## src/rtl/cds_pkg.sv

```systemverilog
package cds_pkg;
    localparam int DATA_W   = 32;
    localparam int IDX_ID   = 0;
    localparam int IDX_FLSH = 1;
    localparam int IDX_STAT = 2;
    localparam int IDX_DEC  = 3;
    localparam int BIT_WP   = 0;
    localparam int BIT_CARD = 3;
    localparam logic [DATA_W-1:0] BOARD_ID    = 32'h4103_4003;
    localparam logic [DATA_W-1:0] DECODE_WORD = 32'h0000_0011;

    typedef enum logic {
        EV_IDLE,
        EV_PENDING
    } ev_state_t;
endpackage

```

## src/rtl/cds_sync.sv

```systemverilog
module cds_sync #(
    parameter int W      = 2,
    parameter int STAGES = 2
) (
    input  logic         clk,
    input  logic         rst_n,
    input  logic [W-1:0] async_i,
    output logic [W-1:0] sync_o
);
    logic [STAGES-1:0][W-1:0] chain;

    always_ff @(posedge clk or negedge rst_n) begin
        if (!rst_n) chain[0] <= '0;
        else        chain[0] <= async_i;
    end

    for (genvar s = 1; s < STAGES; s++) begin : g_stage
        always_ff @(posedge clk or negedge rst_n) begin
            if (!rst_n) chain[s] <= '0;
            else        chain[s] <= chain[s-1];
        end
    end

    assign sync_o = chain[STAGES-1];
endmodule

```

## src/rtl/cds_event_fsm.sv

```systemverilog
module cds_event_fsm
    import cds_pkg::*;
(
    input  logic clk,
    input  logic rst_n,
    input  logic detect_i,
    input  logic ack_i,
    output logic pending_o
);
    ev_state_t state_q, state_d;

    always_ff @(posedge clk or negedge rst_n) begin
        if (!rst_n) state_q <= EV_IDLE;
        else        state_q <= state_d;
    end

    always_comb begin
        state_d = state_q;
        unique case (state_q)
            EV_IDLE:    if (detect_i) state_d = EV_PENDING;
            EV_PENDING: if (ack_i && !detect_i) state_d = EV_IDLE;
            default:    state_d = EV_IDLE;
        endcase
    end

    always_comb begin
        pending_o = (state_q == EV_PENDING);
    end

    assert_detect_R7: assert property (@(posedge clk) disable iff (!rst_n)
        detect_i |=> state_q == EV_PENDING);
    assert_hold_R3: assert property (@(posedge clk) disable iff (!rst_n)
        (state_q == EV_PENDING && !ack_i) |=> state_q == EV_PENDING);
    assert_ack_R4: assert property (@(posedge clk) disable iff (!rst_n)
        (state_q == EV_PENDING && ack_i && !detect_i) |=> state_q == EV_IDLE);
endmodule

```

## src/rtl/cds_read_mux.sv

```systemverilog
module cds_read_mux
    import cds_pkg::*;
#(
    parameter int ADDR_W = 4
) (
    input  logic [ADDR_W-1:0] addr_i,
    input  logic              wp_i,
    input  logic              pend_i,
    output logic [DATA_W-1:0] data_o
);
    logic [DATA_W-1:0] status_word;

    always_comb begin
        status_word           = '0;
        status_word[BIT_WP]   = wp_i;
        status_word[BIT_CARD] = pend_i;
    end

    always_comb begin
        case (addr_i)
            ADDR_W'(IDX_ID):   data_o = BOARD_ID;
            ADDR_W'(IDX_FLSH): data_o = '0;
            ADDR_W'(IDX_STAT): data_o = status_word;
            ADDR_W'(IDX_DEC):  data_o = DECODE_WORD;
            default:           data_o = '0;
        endcase
    end
endmodule

```

## src/rtl/cds_card_status.sv

```systemverilog
module cds_card_status
    import cds_pkg::*;
#(
    parameter int ADDR_W      = 4,
    parameter int SYNC_STAGES = 2
) (
    input  logic              clk,
    input  logic              rst_n,
    input  logic [ADDR_W-1:0] reg_addr,
    input  logic              reg_wr,
    input  logic [DATA_W-1:0] reg_wdata,
    output logic [DATA_W-1:0] reg_rdata,
    input  logic              wp_level,
    input  logic              card_in,
    output logic              card_irq
);
    localparam int NSIG = 2;

    logic [NSIG-1:0] raw_in, synced;
    logic            wp_s, card_s, ack, pending;
    logic            unused_wdata;

    assign raw_in = {card_in, wp_level};
    assign unused_wdata = ^reg_wdata;

    cds_sync #(.W(NSIG), .STAGES(SYNC_STAGES)) u_sync (
        .clk    (clk),
        .rst_n  (rst_n),
        .async_i(raw_in),
        .sync_o (synced)
    );

    assign wp_s   = synced[0];
    assign card_s = synced[1];
    assign ack    = reg_wr && (reg_addr == ADDR_W'(IDX_STAT)) && reg_wdata[BIT_CARD];

    cds_event_fsm u_fsm (
        .clk      (clk),
        .rst_n    (rst_n),
        .detect_i (card_s),
        .ack_i    (ack),
        .pending_o(pending)
    );

    cds_read_mux #(.ADDR_W(ADDR_W)) u_mux (
        .addr_i(reg_addr),
        .wp_i  (wp_s),
        .pend_i(pending),
        .data_o(reg_rdata)
    );

    assign card_irq = pending;

    assert_irq_match_R5: assert property (@(posedge clk) disable iff (!rst_n)
        (reg_addr == ADDR_W'(IDX_STAT)) |-> reg_rdata[BIT_CARD] == card_irq);
endmodule

```

## config.mk

```make
export PLATFORM = sky130hd
export DESIGN_NAME = cds_card_status
export DESIGN_NICKNAME = d
export VERILOG_FILES = /design/src/rtl/cds_pkg.sv /design/src/rtl/cds_sync.sv /design/src/rtl/cds_event_fsm.sv /design/src/rtl/cds_read_mux.sv /design/src/rtl/cds_card_status.sv
export SDC_FILE = /design/constraint.sdc
export NUM_CORES = 1
export LEC_CHECK = 0
export CAP_MARGIN = 10
export CELL_PAD_IN_SITES_DETAIL_PLACEMENT = 1
export CELL_PAD_IN_SITES_GLOBAL_PLACEMENT = 1
export CORE_AREA = 2 2 47 81
export CTS_CLUSTER_SIZE = 24
export DETAILED_ROUTE_END_ITERATION = 7
export DIE_AREA = 0 0 49 83
export GPL_ROUTABILITY_DRIVEN = 0
export PLACE_DENSITY_LB_ADDON = 0.12
export SETUP_SLACK_MARGIN = 0.02
export SLEW_MARGIN = 5
export SYNTH_ARGS = -nofsm -noshare
export SYNTH_HDL_FRONTEND = slang
export SYNTH_SLANG_ARGS = --single-unit
```

## constraint.sdc

```tcl
create_clock -name clk -period 1.35 [get_ports clk]
set_input_delay 0.2025 -clock clk [delete_from_list [all_inputs] [get_ports clk]]
set_output_delay 0.2025 -clock clk [all_outputs]
set_load 0.02 [all_outputs]
```

==> results of run 1 <==
-- power breakdown --
group / leakage [nW] / internal (mW) / switching [mW]
registers: 0.0555 / 0.157 / 0.00194
clock network: 0.0228 / 0.202 / 0.0682
logic: 0.214 / 0.0408 / 0.0935
-- path summary, 6_finish.rpt --
path | startpoint | to | slack (ns) | cells after the start
max | reg_addr[3] | reg_rdata[0] | 0.07 | 5
min | rst_n | u_sync.chain[1] | 0.21 | 1
min in group clk | u_sync.chain[1] | u_sync.sync_o[1] | 0.34 | 0
min reg2reg | u_sync.chain[1] | u_sync.sync_o[1] | 0.34 | 0
max in group asynchronous | rst_n | u_sync.sync_o[0] | 0.95 | 1
max reg2reg | u_fsm.pending_o | u_fsm.pending_o | 0.69 | 2
-- cell usage in the layout (no fill, tap or decap) --
cell              n
nor2_2            1
clkbuf_2          1
nor4b_4           1
nor2_1            1
dfrtp_1           5
buf_2             3
inv_1             1
clkbuf_8          3
a31o_1            1
clkdlybuf4s15_2   1
buf_4            10
conb_1           23
a41oi_1           1
nor4_4            1
clkdlybuf4s50_1   5
buf_6             1
and2_1            1
and3_2            1
dlygate4sd2_1     2
or2_0             1
clkbuf_1          1
-- cells by family after synthesis --
kind of cell / after synthesis / share of synthesized area [%]
compound gates: 2 / 4.13
buf+inv: 29 / 50.4
flops: 5 / 29.5
other cells: 1 / 0.884
simple gates: 7 / 15.0
-- worst register-to-register path: stages (launching register included) --
cell and delay, ns:
dfrtp_1 0.38, nor2_1 0.10, a41oi_1 0.05
-- timing repair --
item                                    CTS  global route
pin swaps                                 1             4
endpoints found under the setup margin   10             9
hold endpoints to repair                  0             0
setup buffers                             0             1
gates resized for setup                  54             5
-- flip-flops by register name, indices dropped and copies added, names as in the netlist --
register	flops
u_sync.chain	2
u_sync.sync_o	2
u_fsm.pending_o	1
-- stage by stage --
stage | power [mW] | util [%]
final | 0.564 | 17.5
after CTS | 0.574 | 17.7
after detailed placement | 0.297 | 16.6
after global routing | 0.597 | 17.5
after floorplan | 0.293 | -
after global placement | 0.297 | 16.6
-- cell type report --
cell class	instances	area (µm²)	area share (%)
Clock buffer	4	45.0	7.58
Timing Repair Buffer	23	185	31.2
Sequential cell	5	125	21.1
Tap cell	45	56.3	9.47
Inverter	1	3.75	0.632
Multi-Input combinational cell	32	179	30.1
-- metal layers --
| metal | GRT usage (%) | part of all wire, % | vias up |
|---|---|---|---|
| li1 | - | - | 130 |
| met1 | 4.18 | 33 | 127 |
| met2 | 8.09 | 53 | 29 |
| met3 | 1.98 | 13 | 2 |
| met4 | 3.12 | 0.90 | 0 |
| met5 | 0 | 0 | - |
==> results.json, run 1 <==
{
  "status": "completed",
  "ys_top_cells_by_count": "buf_4, dfrtp_1, nor2_1",
  "rows": 28,
  "vias": 288,
  "syn_to_final_growth_pct": 40.1,
  "leakagePower_nw": 0.292,
  "power.density_nw_per_um2": 949,
  "setup_violations": 0,
  "stdcell_count": 110,
  "place_area_um2": 566,
  "fin_setup_tns_ns": 0,
  "cts_tree": "done",
  "route.detailed.drc": 0,
  "drt-total-wl_um": 887,
  "synth_cell_types": 12,
  "synth-seq-cells": 5,
  "crit_slowest_cell": "dlygate4sd2_1",
  "path_cells": "dlygate4sd2_1 -> nor2_2 -> buf_4 -> a31o_1 -> buf_6",
  "synthArstFlopShare_pct": 100,
  "critical_path_buf_inv_count": 3,
  "vias_per_cell": 2.62,
  "synth_edf_count": 0,
  "initial_core_util_pct": 12.5,
  "yosysMostFrequentCell": "buf_4",
  "synth_top_area_share_pct": 49.6,
  "n_fill_cell": 407,
  "avgSynthCellArea_um2": 9.64,
  "fin_area_um2": 594,
  "skew_ns": 0.000434,
  "grt_overflow": 0,
  "synth_area_um2": 424,
  "clk_pin_slew_ns": 0.03,
  "fmax_ghz": 0.782,
  "peakVddDrop_v": 0.000522,
  "grt_pass1_wl_um": 1440,
  "dr.first_iter.drc_count": 3,
  "cts-root-buf": "clkbuf_8",
  "fin_crit_ns": 1.28,
  "grt_max_degree": 7,
  "timing.critical_path.max_delay_family": "buffers and inverters",
  "drv_cap": 0,
  "io_buffers": 19,
  "pre_cts_slack_ns": -0.716,
  "drtPass1Iterations": 2,
  "hold_buffers": 0,
  "timing.final.ws_setup_ns": 0.0711,
  "dieWidth_um": 49,
  "yosysWarnings": 0,
  "rsz0062_at_grt": "true",
  "critPathKind": "input pin to primary output",
  "die-area_um2": 4070,
  "seq_area_frac_synth_pct": 29.5,
  "clock-sinks": 5,
  "cpPeakStageDelay_ns": 0.34,
  "grt_pass1_vias": 291,
  "synth_cells": 44,
  "placed_cells": 105,
  "antenna_cells": 0,
  "synthTopCellsByArea": "buf_4, dfrtp_1, nor4_4, nor4b_2, a31o_1",
  "synth_flop_cell": "dfrtp_1",
  "io_pins": 74,
  "grt_antenna_before_repair": 0,
  "final_nets": 107,
  "insertion_delay_ns": 0.22,
  "yosys.area.top_type": "buf_4",
  "h-tree-depth": 1,
  "cp.required_ns": 1.15,
  "finalHoldViolCount": 0,
  "grt_usage_pct": 4.62,
  "numCtsBuffers": 3,
  "start_kind": "input pin",
  "drive_gt1_share_pct": 35.4,
  "timing.hold.ws_ns": 0.209,
  "wl_per_cell_um": 8.06,
  "crit_arrival_ns": 1.08,
  "crit_path_end_kind": "primary output",
  "core_area_um2": 3400,
  "critPathMaxFanout": 3,
  "dp_hpwl_um": 765,
  "cts_buffer_depth": 2,
  "fin_crit_sh_pct": 94.7,
  "ant_nets": 0,
  "die_h_um": 83,
  "min_path_type": "input pin to asynchronous set/reset pin",
  "drv_slew": 0
}
No activity file was read; power rests on OpenSTA's default activity.
==> inputs of run 2 (changes only) <==
- CORE_AREA: 2 2 47 81 -> 2 2 50 88
- DIE_AREA: 0 0 49 83 -> 0 0 52 90
- clock period: 1.35 -> 1.13 ns (I/O delays scaled with it)
==> run 2 against run 1 <==
Effect of this change:
- register-to-register slack worse by 0.27 ns
- non-clock buffer count is 1 lower
- clock power is 21% higher
- clock skew hardly changed
- design area is 6.3% higher
- sequential power is 19% higher
- the run now ends with negative setup slack left
- routed wire length is 3.4% higher
- critical path depth is 2 lower
- cell count is 2.7% higher
==> results.json, run 2 (synthesis results as in run 1) <==
{
  "status": "finished, violations left",
  "violations": "negative setup slack",
  "cp.required_ns": 0.96,
  "power.density_nw_per_um2": 1080,
  "grt_pass1_wl_um": 1350,
  "path_cells": "or2_0 -> a31o_1 -> buf_6",
  "grt_pass1_vias": 277,
  "crit_arrival_ns": 1.07,
  "critPathKind": "register to primary output",
  "crit_end": "reg_rdata[0]",
  "final_core_util_pct": 15.8,
  "dp_hpwl_um": 799,
  "finalHoldViolCount": 0,
  "skew_ns": 0.0000431,
  "vias": 291,
  "die_h_um": 90,
  "final_nets": 106,
  "p_switching_mw": 0.199,
  "initial_core_util_pct": 10.6,
  "fmax_ghz": 0.805,
  "fin_crit_sh_pct": 110,
  "io_pins": 74,
  "fin_crit_ns": 1.24,
  "numCtsBuffers": 3,
  "grt_max_degree": 7,
  "placed_cells": 109,
  "peakVddDrop_v": 0.000435,
  "drv_slew": 0,
  "path_depth": 3,
  "cts_tree": "done",
  "drive_gt1_share_pct": 37.5,
  "p_sw_share_pct": 29.1,
  "clk_pin_slew_ns": 0.03,
  "cpPeakStageDelay_ns": 0.35,
  "r2r_slack_ns": 0.42,
  "grtUsageMet3_pct": 1.33,
  "crit_slowest_cell": "dfrtp_1",
  "die-area_um2": 4680,
  "timing.hold.ws_ns": 0.178,
  "min_path_type": "input pin to asynchronous set/reset pin",
  "cts-root-buf": "clkbuf_8",
  "p_comb_share_pct": 24.4,
  "critical_path_buf_inv_count": 1,
  "fin_setup_tns_ns": -0.112,
  "crit_path_start": "u_sync.sync_o[0]",
  "drtPass1Iterations": 2,
  "r2r_cells": 2,
  "grt_usage_pct": 4.11,
  "grtUsageMet2_pct": 7.17,
  "grt_overflow": 0,
  "syn_to_final_growth_pct": 49.0,
  "vias_per_cell": 2.58,
  "setup_violations": 1,
  "route.detailed.drc": 0,
  "stdcell_count": 113,
  "use_met1_pct": 3.58,
  "start_kind": "register",
  "cts_buffer_depth": 2,
  "drt-total-wl_um": 917,
  "post_cts_buffers": 0,
  "layout_common_cells": "conb_1, buf_6, clkdlybuf4s50_1, dfrtp_1",
  "final_common_cell": "conb_1",
  "rows": 31,
  "dr.first_iter.drc_count": 1,
  "leakagePower_nw": 0.298,
  "rsz0062_at_grt": "true",
  "antenna_cells": 0,
  "insertion_delay_ns": 0.22,
  "grt_antenna_before_repair": 0,
  "crit_path_end_kind": "primary output",
  "r2r_start": "u_fsm.pending_o",
  "pwr-share-clk_pct": 47.7,
  "timing.final.ws_setup_ns": -0.112,
  "timing.critical_path.max_delay_family": "flip-flops",
  "seqPwrFrac_pct": 27.9,
  "wl_per_cell_um": 8.12,
  "critPathMaxFanout": 1,
  "gr-max-usage-layer": "met2",
  "dieWidth_um": 52,
  "p_int_mw": 0.484,
  "core_area_um2": 4000,
  "ant_nets": 0,
  "reg2reg_to": "u_fsm.pending_o",
  "drv_cap": 0,
  "pre_cts_slack_ns": -0.897,
  "clock-sinks": 5,
  "h-tree-depth": 1,
  "io_buffers": 19
}
==> run 2: worst reg2reg max path, delay by kind of cell, from the launching register on <==
family / cells / cell delay, ns
compound gates: 1 / 0.05
flops: 1 / 0.40
simple gates: 1 / 0.12
==> run 2: routing by layer <==
layer | vias to the layer above | wire, µm | share of wire, %
met5 | - | 0 | 0
met4 | 0 | 10 | 1.1
met3 | 2 | 117 | 13
met2 | 33 | 497 | 54
met1 | 128 | 291 | 32
li1 | 128 | - | -
==> run 2: per-stage QoR <==
stage / instance area [µm²] / total power, mW
CTS: 627 / 0.694
floorplan: 507 / 0.350
detailed placement: 571 / 0.354
finish: 632 / 0.683
global placement: 571 / 0.354
global route: 632 / 0.729
==> run 2: worst min path at each step <==
| stage | start | slack [ns] | to | cells after the start |
|---|---|---|---|---|
| after CTS | rst_n | 0.18 | u_sync.chain[1] | 1 |
| final | rst_n | 0.18 | u_sync.chain[0] | 1 |
| after floorplan | rst_n | -0.13 | u_fsm.pending_o | 0 |
| after global placement | u_sync.chain[0] | 0.33 | u_sync.sync_o[0] | 0 |
| after detailed placement | u_sync.chain[1] | 0.34 | u_sync.sync_o[1] | 0 |
| after global routing | rst_n | 0.19 | u_sync.chain[0] | 1 |
==> run 2: repair_timing <==
action | in CTS | in global routing
endpoints found under the hold margin | 0 | 0
gates resized for setup | 72 | 4
endpoints found under the setup margin | 11 | 9
pin swaps | 3 | 0
hold buffers | 0 | 0
==> run 2: final cells by class <==
type / count / area (µm²)
Inverter: 1 / 3.75
Fill cell: 478 / 3360
Clock buffer: 4 / 45.0
Tap cell: 49 / 61.3
Multi-Input combinational cell: 32 / 179
Timing Repair Buffer: 22 / 218
Sequential cell: 5 / 125
==> run 2: power groups by stage <==
stage                     combinational [mW]  clock [mW]  sequential (mW)
final                                  0.167       0.326            0.190
after global routing                   0.179       0.359            0.191
after CTS                              0.166       0.338            0.190
after detailed placement               0.162           0            0.193
after global placement                 0.162           0            0.192
after floorplan                        0.158           0            0.192
